===== src/rtl/vhost_bus.sv =====
module vhost_bus #(
  parameter int DW         = 8,
  parameter int AW         = 8,
  parameter int NSRC       = 6,
  parameter int CTRL_N     = 11,
  parameter int CHAN_BASE  = 16,
  parameter int CHAN_N     = 14,
  parameter int CHAN_BYTES = 8,
  parameter int RAM_BASE   = 128,
  parameter int FLAG_ADDR  = 4,
  parameter int MASK_ADDR  = 5
) (
  input  logic          clk,
  input  logic          rst_n,
  input  logic          ale,
  input  logic          cs_n,
  input  logic          rd_n,
  input  logic          wr_n,
  input  logic [DW-1:0] ad_in,
  output logic [DW-1:0] ad_out,
  output logic          ad_oe,
  input  logic [NSRC-2:0] src_evt,
  output logic          irq_n
);
  localparam int DEPTH    = 1 << AW;
  localparam int CHAN_END = CHAN_BASE + CHAN_N * CHAN_BYTES;

  logic [DW-1:0]   mem [DEPTH];
  logic [AW-1:0]   addr;
  logic [DW-1:0]   ad_d;
  logic            ale_d, wr_d, cs_d;
  logic [NSRC-1:0] flags, mask, pend, clr, hits, keep;
  logic            commit, at_flag, wr_live, pulse;

  function automatic logic mapped(input logic [AW-1:0] a);
    int v;
    v = int'(a);
    return (v < CTRL_N) || (v >= CHAN_BASE && v < CHAN_END) || (v >= RAM_BASE);
  endfunction

  always_ff @(posedge clk or negedge rst_n)
    if (!rst_n) begin
      ale_d <= 1'b0;
      wr_d  <= 1'b1;
      cs_d  <= 1'b1;
      ad_d  <= '0;
    end else begin
      ale_d <= ale;
      wr_d  <= wr_n;
      cs_d  <= cs_n;
      ad_d  <= ad_in;
    end

  always_ff @(posedge clk or negedge rst_n)
    if (!rst_n) addr <= '0;
    else if (ale_d && !ale) addr <= ad_d[AW-1:0];

  assign commit  = !wr_d && wr_n && !cs_d;
  assign at_flag = (int'(addr) == FLAG_ADDR);

  always_ff @(posedge clk or negedge rst_n)
    if (!rst_n) begin
      for (int i = 0; i < DEPTH; i++) mem[i] <= '0;
    end else if (commit && mapped(addr)) begin
      mem[addr] <= ad_d;
    end

  always_ff @(posedge clk or negedge rst_n)
    if (!rst_n) mask <= '0;
    else if (commit && int'(addr) == MASK_ADDR) mask <= ad_d[NSRC-1:0];

  assign clr = (commit && at_flag) ? ad_d[NSRC-1:0] : '0;

  always_ff @(posedge clk or negedge rst_n)
    if (!rst_n) flags <= NSRC'(1) << (NSRC - 1);
    else        flags <= (flags & ~clr) | {1'b0, src_evt};

  always_comb begin
    ad_out = '0;
    if (at_flag)                         ad_out[NSRC-1:0] = flags;
    else if (int'(addr) == MASK_ADDR)    ad_out[NSRC-1:0] = mask;
    else if (mapped(addr))               ad_out = mem[addr];
  end

  assign ad_oe = !cs_n && !rd_n;

  assign pend    = flags & mask;
  assign wr_live = !cs_n && !wr_n && at_flag;
  assign hits    = pend & ad_in[NSRC-1:0];
  assign keep    = pend & ~ad_in[NSRC-1:0];
  assign pulse   = wr_live && (|hits) && (|keep);
  assign irq_n   = !(|pend) || pulse;


  mem_store_chk: assert property (@(posedge clk) disable iff (!rst_n)
    (commit && mapped(addr)) |=> mem[$past(addr)] == $past(ad_d));


  unmapped_zero_chk: assert property (@(posedge clk) disable iff (!rst_n)
    (ad_oe && !mapped(addr) && !at_flag && int'(addr) != MASK_ADDR) |-> ad_out == '0);


  flag_clear_chk: assert property (@(posedge clk) disable iff (!rst_n)
    (commit && at_flag && src_evt == '0) |=> (flags & $past(ad_d[NSRC-1:0])) == '0);


  src_set_chk: assert property (@(posedge clk) disable iff (!rst_n)
    (src_evt != '0) |=> (flags[NSRC-2:0] & $past(src_evt)) == $past(src_evt));


  irq_cause_chk: assert property (@(posedge clk) disable iff (!rst_n)
    !irq_n |-> (|(flags & mask)));


  release_in_strobe_chk: assert property (@(posedge clk) disable iff (!rst_n)
    (irq_n && (|(flags & mask))) |-> (!wr_n && !cs_n));
endmodule


===== config.mk =====
export PLATFORM = sky130hd
export DESIGN_NAME = vhost_bus
export DESIGN_NICKNAME = d
export VERILOG_FILES = /design/src/rtl/vhost_bus.sv
export SDC_FILE = /design/constraint.sdc
export NUM_CORES = 2
export LEC_CHECK = 0
export ABC_AREA = 1
export BUFFER_PORTS_ARGS = -buffer_cell sky130_fd_sc_hd__buf_2
export CAP_MARGIN = 20
export CORE_ASPECT_RATIO = 1.5
export CORE_MARGIN = 3
export CORE_UTILIZATION = 30
export CTS_CLUSTER_SIZE = 24
export DETAILED_ROUTE_END_ITERATION = 8
export HOLD_SLACK_MARGIN = 0.05
export PLACE_DENSITY_LB_ADDON = 0.15
export SLEW_MARGIN = 20
export SYNTH_ARGS = -nofsm -noshare
export SYNTH_HDL_FRONTEND = slang
export SYNTH_SLANG_ARGS = --single-unit

===== constraint.sdc =====
create_clock -name clk -period 5.7 [get_ports clk]
set_input_delay 0.57 -clock clk [delete_from_list [all_inputs] [get_ports clk]]
set_output_delay 0.57 -clock clk [all_outputs]
set_load 0.05 [all_outputs]

==> run summary <==
Status = complete, but fails checks
Failing checks = setup timing
Reg2reg path depth = 9
Vert. Die Dim = 691 um
Period minus WS final = 5.71 ns
Share of cells above drive strength 1 = 6.21%
Synth Cell Area = 93800 um2
Most frequent CP cell = nand2_1
Via count = 78353
Initial antenna violation count = 10
PnR worst setup slack = -0.0146 ns
Comb power frac = 10.1%
H-tree depth = 4
CTS tree = yes
Synth Register Bits = 2079
Sequential Power Share = 46.2%
PortBufs = 28
Sw Ratio = 27.8%
Clock transition at the registers of the reported paths = 0.06 ns
Number of fill cells in the layout = 32602
Die width = 462 um
RSZ-0062 raised after global routing = no
P per Cell Area = 317 nW/um2
Core area = 310000 um2
Pre-antenna DRT Iters = 8
Initial Utilization = 30.2%
DP Wirelength = 211000 um
Fmax achieved = 0.175 GHz
Die ar. = 319000 um2
Worst Skew = 0.0516 ns
# DRC = 0
IR drop worst, VDD = 0.257 mV
Max Cap Violations = 0
Worst Tran Pin Value = 1.09 ns
Final Cycle Share = 100%
Syn. warnings = 0
Largest net degree at the start of global routing = 164
RePlAce Congestion = 0.835
Max Transition Viols Final = 0
Crit-path cells = buf_12 > nand2_1 > nand2_1 > nand2_1 > nand2_1 > nand2_1 > nand2_1 > o21ai_1 > nand2_1 > nor2_1 > nor2_1 > nor2_1 > nand2_2 > nand2_1 > a21oi_1 > buf_2
Num CTS Buffers = 217
Synth Net Count = 11974
Post-Synthesis Cells = 11955
Total grt overflow = 0
Critical path's slowest cell = o21ai_1
Top Ports = 29
Worst Hold Class = primary input to async pin
Syn avg cell area = 7.84 um2
Worst setup EP type = primary output
Post-DRT Antenna Nets = 0
Most frequent cells in the layout = nand2_1 (6065), dfrtp_1 (2074), o21ai_0 (1522)
Worst setup path endpoint = ad_out[2]
Hold Vio Cnt, Final = 0
Startpoint types = flip-flop
Reg2Reg Capture Point = mem[1188]
Layout Nets = 11536
Sequential-to-total area share from yosys stat = 55.5%
Synth cell types = 29
Clk_lat worst skew = 0.89 ns
Core Rows = 250
Rel. slew slack = 27.2%
Clock Tree Buf Depth = 4
Largest fanout on the critical path = 133
Vias in the first global route = 78294
Final core utilization = 33.9%
Wirelength, routed = 342000 um
Crit path DAT = 5.14 ns
Clk root buf = clkbuf_16
Clock share of power = 43.6%
Clk sinks = 2079
Via density = 4.95
Total Power = 33.3 mW
Internal power = 24.0 mW
Commonest non-fill, non-tap cell in the layout = nand2_1
WHS = 0.240 ns
WS Path Type = flip-flop to primary output
Max stage delay on crit path = 0.74 ns
Gr usage total = 21.0%
Setup violations, final = 1
Worst EP required = 5.13 ns
P_sw = 9.25 mW
Post-synthesis to final-layout area growth = 12.1%
R2R Path Start = addr[5]
Routed WL per cell = 21.6 um
First-pass GRT wire length = 518000 um
P_leak = 50.5 nW
FF-to-FF setup slack = 1.52 ns
Crit path from = addr[0]
Initial DRC Count = 6951
Dpl ws = 0.379 ns
-- cell families (layout without fill, tap and decap cells) --
logic type,after synthesis,after routing,share of synthesized area [%]
other,0,1,0
flip-flops,2079,2079,55.5
buffers and inverters,949,678,4.11
AND/OR/NAND/NOR,6480,6480,26.6
AO/OA/AOI/OAI,2447,2447,13.8
-- critical path, delay by kind of cell (launching register included) --
kind            cells  cell delay [ns]
compound gates      2             0.81
flops               1             0.60
simple gates       12             2.02
buf+inv             2             0.45
-- per-stage QoR --
step | TNS, ns | cell area [um2] | instances
floorplan | 0 | 93800 | 11955
global placement | 0 | 97700 | 15434
detailed placement | 0 | 97800 | 15436
CTS | -0.00818 | 105000 | 15842
global route | 0 | 105000 | 15843
finish | -0.0146 | 105000 | 15843
-- power by group through the flow --
stage	logic (mW)	registers, mW	clock network [mW]
2_1_floorplan	1.63	15.6	0
3_3_place_gp	3.37	15.6	0
3_5_place_dp	3.40	15.7	0
4_1_cts	3.42	15.4	14.9
5_1_grt	3.64	15.4	15.4
6_report	3.37	15.4	14.5
-- state kept, by name (all words and copies together), names as in the netlist --
register / cells
cs_d: 1
wr_d: 1
mask: 6
ad_d: 8
addr: 8
ale_d: 1
mem: 2048
flags: 6
-- Yosys cell counts, drive strengths merged --
library cell	number	area (um2)
nand4	20	125
dfrtp	2076	51900
buf	220	1110
a21o	5	37.5
clkbuf	682	2560
o22ai	5	31.3
clkinv	7	26.3
nor2	127	487
a22oi	256	1920
o21ai	2133	10700
inv	40	150
a21oi	48	240
dfstp	3	78.8
nand3	152	761
nor3	20	248
nand2	6161	23400
-- worst min path at each step --
stage | endpoint | slack, ns | depth (start not counted)
detailed placement | mem[1923] | 0.37 | 0
CTS | mem[292] | 0.23 | 2
finish | mem[373] | 0.24 | 2
global route | mem[292] | 0.25 | 2
floorplan | ad_d[0] | 0.27 | 0
global placement | mem[1951] | 0.37 | 0
-- metal layers --
| metal | part of all wire (%) | vias to the layer above | global-route usage (%) |
|---|---|---|---|
| li1 | - | 37398 | - |
| met1 | 42 | 38625 | 26.1 |
| met2 | 50 | 1807 | 37.5 |
| met3 | 4.0 | 517 | 2.27 |
| met4 | 4.0 | 6 | 7.65 |
| met5 | 0.010 | - | 0 |
-- layout make-up --
| type | count | area, um2 | area share [%] |
|---|---|---|---|
| Sequential cell | 2079 | 52000 | 49.5 |
| Multi-Input combinational cell | 8927 | 38100 | 36.3 |
| Clock buffer | 316 | 6260 | 5.96 |
| Tap cell | 4158 | 5200 | 4.95 |
| Timing Repair Buffer | 245 | 2460 | 2.34 |
| Clock inverter | 70 | 761 | 0.724 |
| Inverter | 47 | 278 | 0.264 |
| Antenna cell | 1 | 2.50 | 0.00238 |
-- repair_timing --
item / CTS / global route
hold endpoints to repair: 64 / 0
hold buffers: 17 / 0
gates resized for setup: 33 / 12
buffers inserted: 3 / 0
setup endpoints to repair: 7 / 8
cloned: 0 / 0
pin swaps: 1 / 0
(Power assumes the default switching activity.)
